--- src/rtl/fdl_pkg.sv ---
package fdl_pkg;
    localparam int unsigned NUM_COILS  = 2;
    localparam int unsigned COIL_X_IDX = 0;
    localparam int unsigned COIL_Y_IDX = 1;
endpackage

--- src/rtl/fdl_sync.sv ---
module fdl_sync #(
    parameter int unsigned WIDTH  = 1,
    parameter int unsigned STAGES = 2
) (
    input  logic             clk_i,
    input  logic             rst_ni,
    input  logic [WIDTH-1:0] d_i,
    output logic [WIDTH-1:0] q_o
);
    logic [WIDTH-1:0] stage_d [STAGES];
    logic [WIDTH-1:0] stage_q [STAGES];

    always_comb begin
        stage_d[0] = d_i;
        for (int s = 1; s < STAGES; s++) begin
            stage_d[s] = stage_q[s-1];
        end
    end

    always_ff @(posedge clk_i or negedge rst_ni) begin
        if (!rst_ni) begin
            for (int s = 0; s < STAGES; s++) begin
                stage_q[s] <= '0;
            end
        end else begin
            for (int s = 0; s < STAGES; s++) begin
                stage_q[s] <= stage_d[s];
            end
        end
    end

    assign q_o = stage_q[STAGES-1];
endmodule

--- src/rtl/fdl_ovc_bank.sv ---
module fdl_ovc_bank #(
    parameter int unsigned N = 4
) (
    input  logic         clk_i,
    input  logic         rst_ni,
    input  logic [N-1:0] evt_i,
    input  logic         clr_i,
    output logic [N-1:0] lat_o
);
    typedef struct packed {
        logic [N-1:0] lat;
    } bank_t;

    bank_t bank_d, bank_q;

    // A live event wins over a clearing read in the same cycle.
    always_comb begin
        bank_d     = bank_q;
        bank_d.lat = (bank_q.lat & ~{N{clr_i}}) | evt_i;
    end

    always_ff @(posedge clk_i or negedge rst_ni) begin
        if (!rst_ni) begin
            bank_q <= '0;
        end else begin
            bank_q <= bank_d;
        end
    end

    assign lat_o = bank_q.lat;
endmodule

--- src/rtl/fault_diag_top.sv ---
module fault_diag_top
    import fdl_pkg::*;
#(
    parameter int unsigned OVC_PER_COIL = 4,
    parameter int unsigned SYNC_STAGES  = 2,
    parameter int unsigned REG_W        = 8
) (
    input  logic                             clk_i,
    input  logic                             rst_ni,
    input  logic                             tw_cmp_i,
    input  logic                             tsd_cmp_i,
    input  logic [OVC_PER_COIL-1:0]          ovc_x_cmp_i,
    input  logic [OVC_PER_COIL-1:0]          ovc_y_cmp_i,
    input  logic                             rd_sr1_i,
    input  logic                             rd_sr2_i,
    output logic [REG_W-1:0]                 sr0_o,
    output logic [REG_W-1:0]                 sr1_o,
    output logic [REG_W-1:0]                 sr2_o,
    output logic [NUM_COILS*OVC_PER_COIL-1:0] drv_en_o
);
    localparam int unsigned NUM_DRV = NUM_COILS * OVC_PER_COIL;
    localparam int unsigned SYNC_W  = NUM_DRV + 2;
    localparam int unsigned PAD1_W  = REG_W - OVC_PER_COIL;
    localparam int unsigned PAD2_W  = REG_W - OVC_PER_COIL - 1;

    typedef struct packed {
        logic tsd;
    } state_t;

    state_t state_d, state_q;

    logic [SYNC_W-1:0]       raw_vec;
    logic [SYNC_W-1:0]       sync_vec;
    logic [OVC_PER_COIL-1:0] ovc_x_s;
    logic [OVC_PER_COIL-1:0] ovc_y_s;
    logic                    tsd_s;
    logic                    tw_s;
    logic [OVC_PER_COIL-1:0] lat [NUM_COILS];
    logic                    fault_any;

    assign raw_vec = {tw_cmp_i, tsd_cmp_i, ovc_y_cmp_i, ovc_x_cmp_i};

    fdl_sync #(
        .WIDTH  (SYNC_W),
        .STAGES (SYNC_STAGES)
    ) u_sync (
        .clk_i  (clk_i),
        .rst_ni (rst_ni),
        .d_i    (raw_vec),
        .q_o    (sync_vec)
    );

    assign ovc_x_s = sync_vec[OVC_PER_COIL-1:0];
    assign ovc_y_s = sync_vec[NUM_DRV-1:OVC_PER_COIL];
    assign tsd_s   = sync_vec[NUM_DRV];
    assign tw_s    = sync_vec[NUM_DRV+1];

    for (genvar c = 0; c < NUM_COILS; c++) begin : g_coil
        logic                    clr;
        logic [OVC_PER_COIL-1:0] evt;
        if (c == COIL_X_IDX) begin : g_x
            assign clr = rd_sr1_i;
            assign evt = ovc_x_s;
        end else begin : g_y
            assign clr = rd_sr2_i;
            assign evt = ovc_y_s;
        end
        fdl_ovc_bank #(
            .N (OVC_PER_COIL)
        ) u_bank (
            .clk_i  (clk_i),
            .rst_ni (rst_ni),
            .evt_i  (evt),
            .clr_i  (clr),
            .lat_o  (lat[c])
        );
    end

    // Shutdown flag: set by the synchronized comparator, cleared only by a
    // word-2 read taken while the warning comparator is low.
    always_comb begin
        state_d     = state_q;
        state_d.tsd = tsd_s | (state_q.tsd & ~(rd_sr2_i & ~tw_s));
    end

    always_ff @(posedge clk_i or negedge rst_ni) begin
        if (!rst_ni) begin
            state_q <= '0;
        end else begin
            state_q <= state_d;
        end
    end

    assign fault_any = state_q.tsd | (|lat[COIL_X_IDX]) | (|lat[COIL_Y_IDX]);

    assign sr0_o    = {{(REG_W-1){1'b0}}, tw_s};
    assign sr1_o    = {{PAD1_W{1'b0}}, lat[COIL_X_IDX]};
    assign sr2_o    = {{PAD2_W{1'b0}}, state_q.tsd, lat[COIL_Y_IDX]};
    assign drv_en_o = {NUM_DRV{~fault_any}};
endmodule

--- config.mk ---
export PLATFORM = sky130hd
export DESIGN_NAME = fault_diag_top
export DESIGN_NICKNAME = d
export VERILOG_FILES = /design/src/rtl/fdl_pkg.sv /design/src/rtl/fdl_sync.sv /design/src/rtl/fdl_ovc_bank.sv /design/src/rtl/fault_diag_top.sv
export SDC_FILE = /design/constraint.sdc
export NUM_CORES = 1
export LEC_CHECK = 0
export ABC_CLOCK_PERIOD_IN_PS = 1900
export BUFFER_PORTS_ARGS = -buffer_cell sky130_fd_sc_hd__buf_2
export CORE_MARGIN = 4
export CORE_UTILIZATION = 40
export CTS_BUF_LIST = sky130_fd_sc_hd__clkbuf_8 sky130_fd_sc_hd__clkbuf_16
export DETAILED_ROUTE_END_ITERATION = 12
export PLACE_DENSITY = 0.79
export SYNTH_ARGS = -nofsm -noshare
export SYNTH_HDL_FRONTEND = slang
export SYNTH_SLANG_ARGS = --single-unit
--- constraint.sdc ---
create_clock -name clk_i -period 1.9 [get_ports clk_i]
set_clock_uncertainty 0.05 [all_clocks]
set_input_delay 0 -clock clk_i [delete_from_list [all_inputs] [get_ports clk_i]]
set_output_delay 0 -clock clk_i [all_outputs]
set_load 0.03 [all_outputs]
==> impl_metrics.env <==
export IMPL_grt_setup_unrepaired="yes"
export IMPL_status="finished clean"
export IMPL_drc=0
export IMPL_clock_fmax_mhz=542.6
export IMPL_firstDrtPassIters=3
export IMPL_min_path_type="in2async"
export IMPL_p_comb_frac=0.114
export IMPL_viasPerCell=4.201
export IMPL_tritoncts="yes"
export IMPL_crit_fanout=8
export IMPL_path_class="reg2out"
export IMPL_grt_pass1_wl_um=2766
export IMPL_synth_avg_cell_area_um2=14.94
export IMPL_r2r_slack_ns=1.05
export IMPL_rows=17
export IMPL_grt_max_degree=30
export IMPL_peakVddDrop_mv=0.8304
export IMPL_path_buf_inv=2
export IMPL_layout_worst_path_cycle_share=0.9699
export IMPL_cp_arrival_ns=1.79
export IMPL_clkLatencyLatePin_ns=0.27
export IMPL_cellLeakagePower_uw=0.0006759
export IMPL_p_switching_uw=315.4
export IMPL_r2r_start="u_sync.q_o[9]"
export IMPL_finalWirelength_um=1656
export IMPL_max_cap_violations=0
export IMPL_wire_per_inst_um=11.91
export IMPL_powerDensity_nw_per_um2=942.8
export IMPL_initial_core_util=0.4382
export IMPL_drive_gt1_frac=0.4324
export IMPL_crit_family="simple AND/OR/NAND/NOR gates"
export IMPL_internal_power_uw=946.7
export IMPL_clk_path_buf_depth=2
export IMPL_hold_viol=0
export IMPL_place_congestion=0.6646
export IMPL_antenna_cells=0
export IMPL_coreArea_um2=2318
export IMPL_drv_slew=0
export IMPL_clockRootBuffer="clkbuf_8"
export IMPL_cp_start_kind="flip-flop"
export IMPL_hold_ws_ns=0.2625
export IMPL_cts_buffers=5
export IMPL_synth_seq_cells=29
export IMPL_area_growth_pct=31.77
export IMPL_r2r_end="state_q"
export IMPL_power_frac_seq=0.531
export IMPL_cp_slowest_cell="or4_4"
export IMPL_die_area_um2=3410
export IMPL_worst_pin_slew_ns=0.6065
export IMPL_clkSlewWorstSetupHoldPaths_ns=0.06
export IMPL_syn_cell_area_um2=1016
export IMPL_crit_path_max_incr_delay_ns=0.54
export IMPL_cts_htree_levels=2
export IMPL_overflow=0
export IMPL_cts_sinks=29
export IMPL_worstPathCellList="or4_4 -> nor4_4 -> buf_4 -> clkbuf_4"
export IMPL_num_io_pins=46
export IMPL_rr_worst_depth=2
export IMPL_switching_share=0.2499
export IMPL_antenna_left=0
export IMPL_ys_warn_count=0
export IMPL_ys_types=10
export IMPL_io_buffers=31
export IMPL_setup_viol_count_final=0
export IMPL_crit_required_ns=1.85
export IMPL_ys_seq_area_frac=0.7143
export IMPL_die_width_um=58.40
export IMPL_final_core_util=0.5774
export IMPL_die_h_um=58.40
export IMPL_nNetsFinal=124
export IMPL_antenna_found_initial=0
export IMPL_grt_pass1_vias=608
export IMPL_endpoint_kind="output port"
export IMPL_finalCriticalPeriod_ns=1.843
export IMPL_dr_total_vias=584
export IMPL_grt_usage=0.1131
export IMPL_syn_inst=68
export IMPL_relSlewSlack=0.5956
export IMPL_power_frac_clock=0.355
export IMPL_drtIter0Drc=7
[kinds of logic (layout without fill, tap and decap cells)]
group / after synthesis / after routing / share of synthesized area
buffers and inverters: 25 / 55 / 0.1773
DFF: 29 / 29 / 0.7143
AOI/OAI and AO/OA: 9 / 9 / 0.06774
and+or+nand+nor: 4 / 4 / 0.03695
other: 1 / 14 / 0.003691
[through the flow]
| stage | TNS [ns] | cells | power [uW] | area (um^2) | worst slack, ns |
|---|---|---|---|---|---|
| 3_5_place_dp | 0 | 117 | 804.4 | 1099 | 0.3554 |
| 5_1_grt | -0.1337 | 139 | 1328 | 1339 | -0.02468 |
| 2_1_floorplan | 0 | 81 | 784.1 | 1081 | 0.02262 |
| 3_3_place_gp | 0 | 117 | 799.5 | 1099 | 0.3947 |
| 6_report | 0 | 139 | 1262 | 1339 | 0.05715 |
| 4_1_cts | 0 | 138 | 1276 | 1311 | 0.05684 |
[cell type report]
type	count	area [um^2]
tap	28	35.03
inverter	2	7.507
clock inverter	3	13.76
sequential	29	729.5
multi-input combinational	27	171.4
timing repair buffer	45	312.8
fill	167	979.7
clock buffer	5	68.82
[routing by layer]
| layer | global-route usage | vias to the layer above | routed length (um) |
|---|---|---|---|
| met5 | 0 | - | 0 |
| met3 | 0.06140 | 6 | 203 |
| met2 | 0.1866 | 41 | 881 |
| met1 | 0.1141 | 274 | 537 |
| met4 | 0.05960 | 0 | 33 |
| li1 | - | 263 | - |
[synthesized netlist by cell type, drive strengths merged]
cell / n / share of area
dfrtp: 29 / 0.71
nand2b: 1 / 0.0062
or3: 1 / 0.0074
a21o: 9 / 0.068
nor4: 1 / 0.012
buf: 23 / 0.17
conb: 1 / 0.0037
inv: 2 / 0.0074
or4: 1 / 0.011
[timing repair]
action	in CTS	in global routing
endpoints found under the setup margin	0	8
setup buffers	0	1
hold endpoints to repair	44	0
hold buffers	13	0
resized for setup	0	10
[placed cells by master, fill, tap and decap left out, drive strengths merged]
master,Yosys,final
a21o,9,9
buf,23,26
clkbuf,0,11
clkinv,0,2
conb,1,14
dfrtp,29,29
dlygate4sd3,0,13
inv,2,3
nand2b,1,1
nor4,1,1
or3,1,1
or4,1,1
[power by group through the flow]
stage          registers (uW)  logic (uW)  clock network (uW)
2_1_floorplan             702        81.8                   0
3_3_place_gp              680         119                   0
3_5_place_dp              682         122                   0
4_1_cts                   671         143                 462
5_1_grt                   675         155                 498
6_report                  671         143                 448
[sequential cells by signal, summed over array words and instances, names as in the netlist]
name / cells
u_sync.stage_d: 10
g_coil.u_bank.lat_o: 8
state_q: 1
u_sync.q_o: 10
[worst max path at each step]
stage                                   start     endpoint  slack [ns]  cells after the start
floorplan           g_coil[0].u_bank.lat_o[3]  drv_en_o[1]        0.02                      3
detailed placement  g_coil[0].u_bank.lat_o[3]  drv_en_o[6]        0.36                      3
CTS                 g_coil[0].u_bank.lat_o[3]  drv_en_o[6]        0.06                      3
global route        g_coil[0].u_bank.lat_o[3]  drv_en_o[4]       -0.02                      4
finish              g_coil[0].u_bank.lat_o[3]  drv_en_o[4]        0.06                      4
global placement    g_coil[0].u_bank.lat_o[3]  drv_en_o[3]        0.39                      3
[worst register-to-register path: stages (launching register included)]
cell	delay [ns]
dfrtp_1	0.38
nand2b_1	0.15
a21o_1	0.17
(Power assumes the default switching activity.)
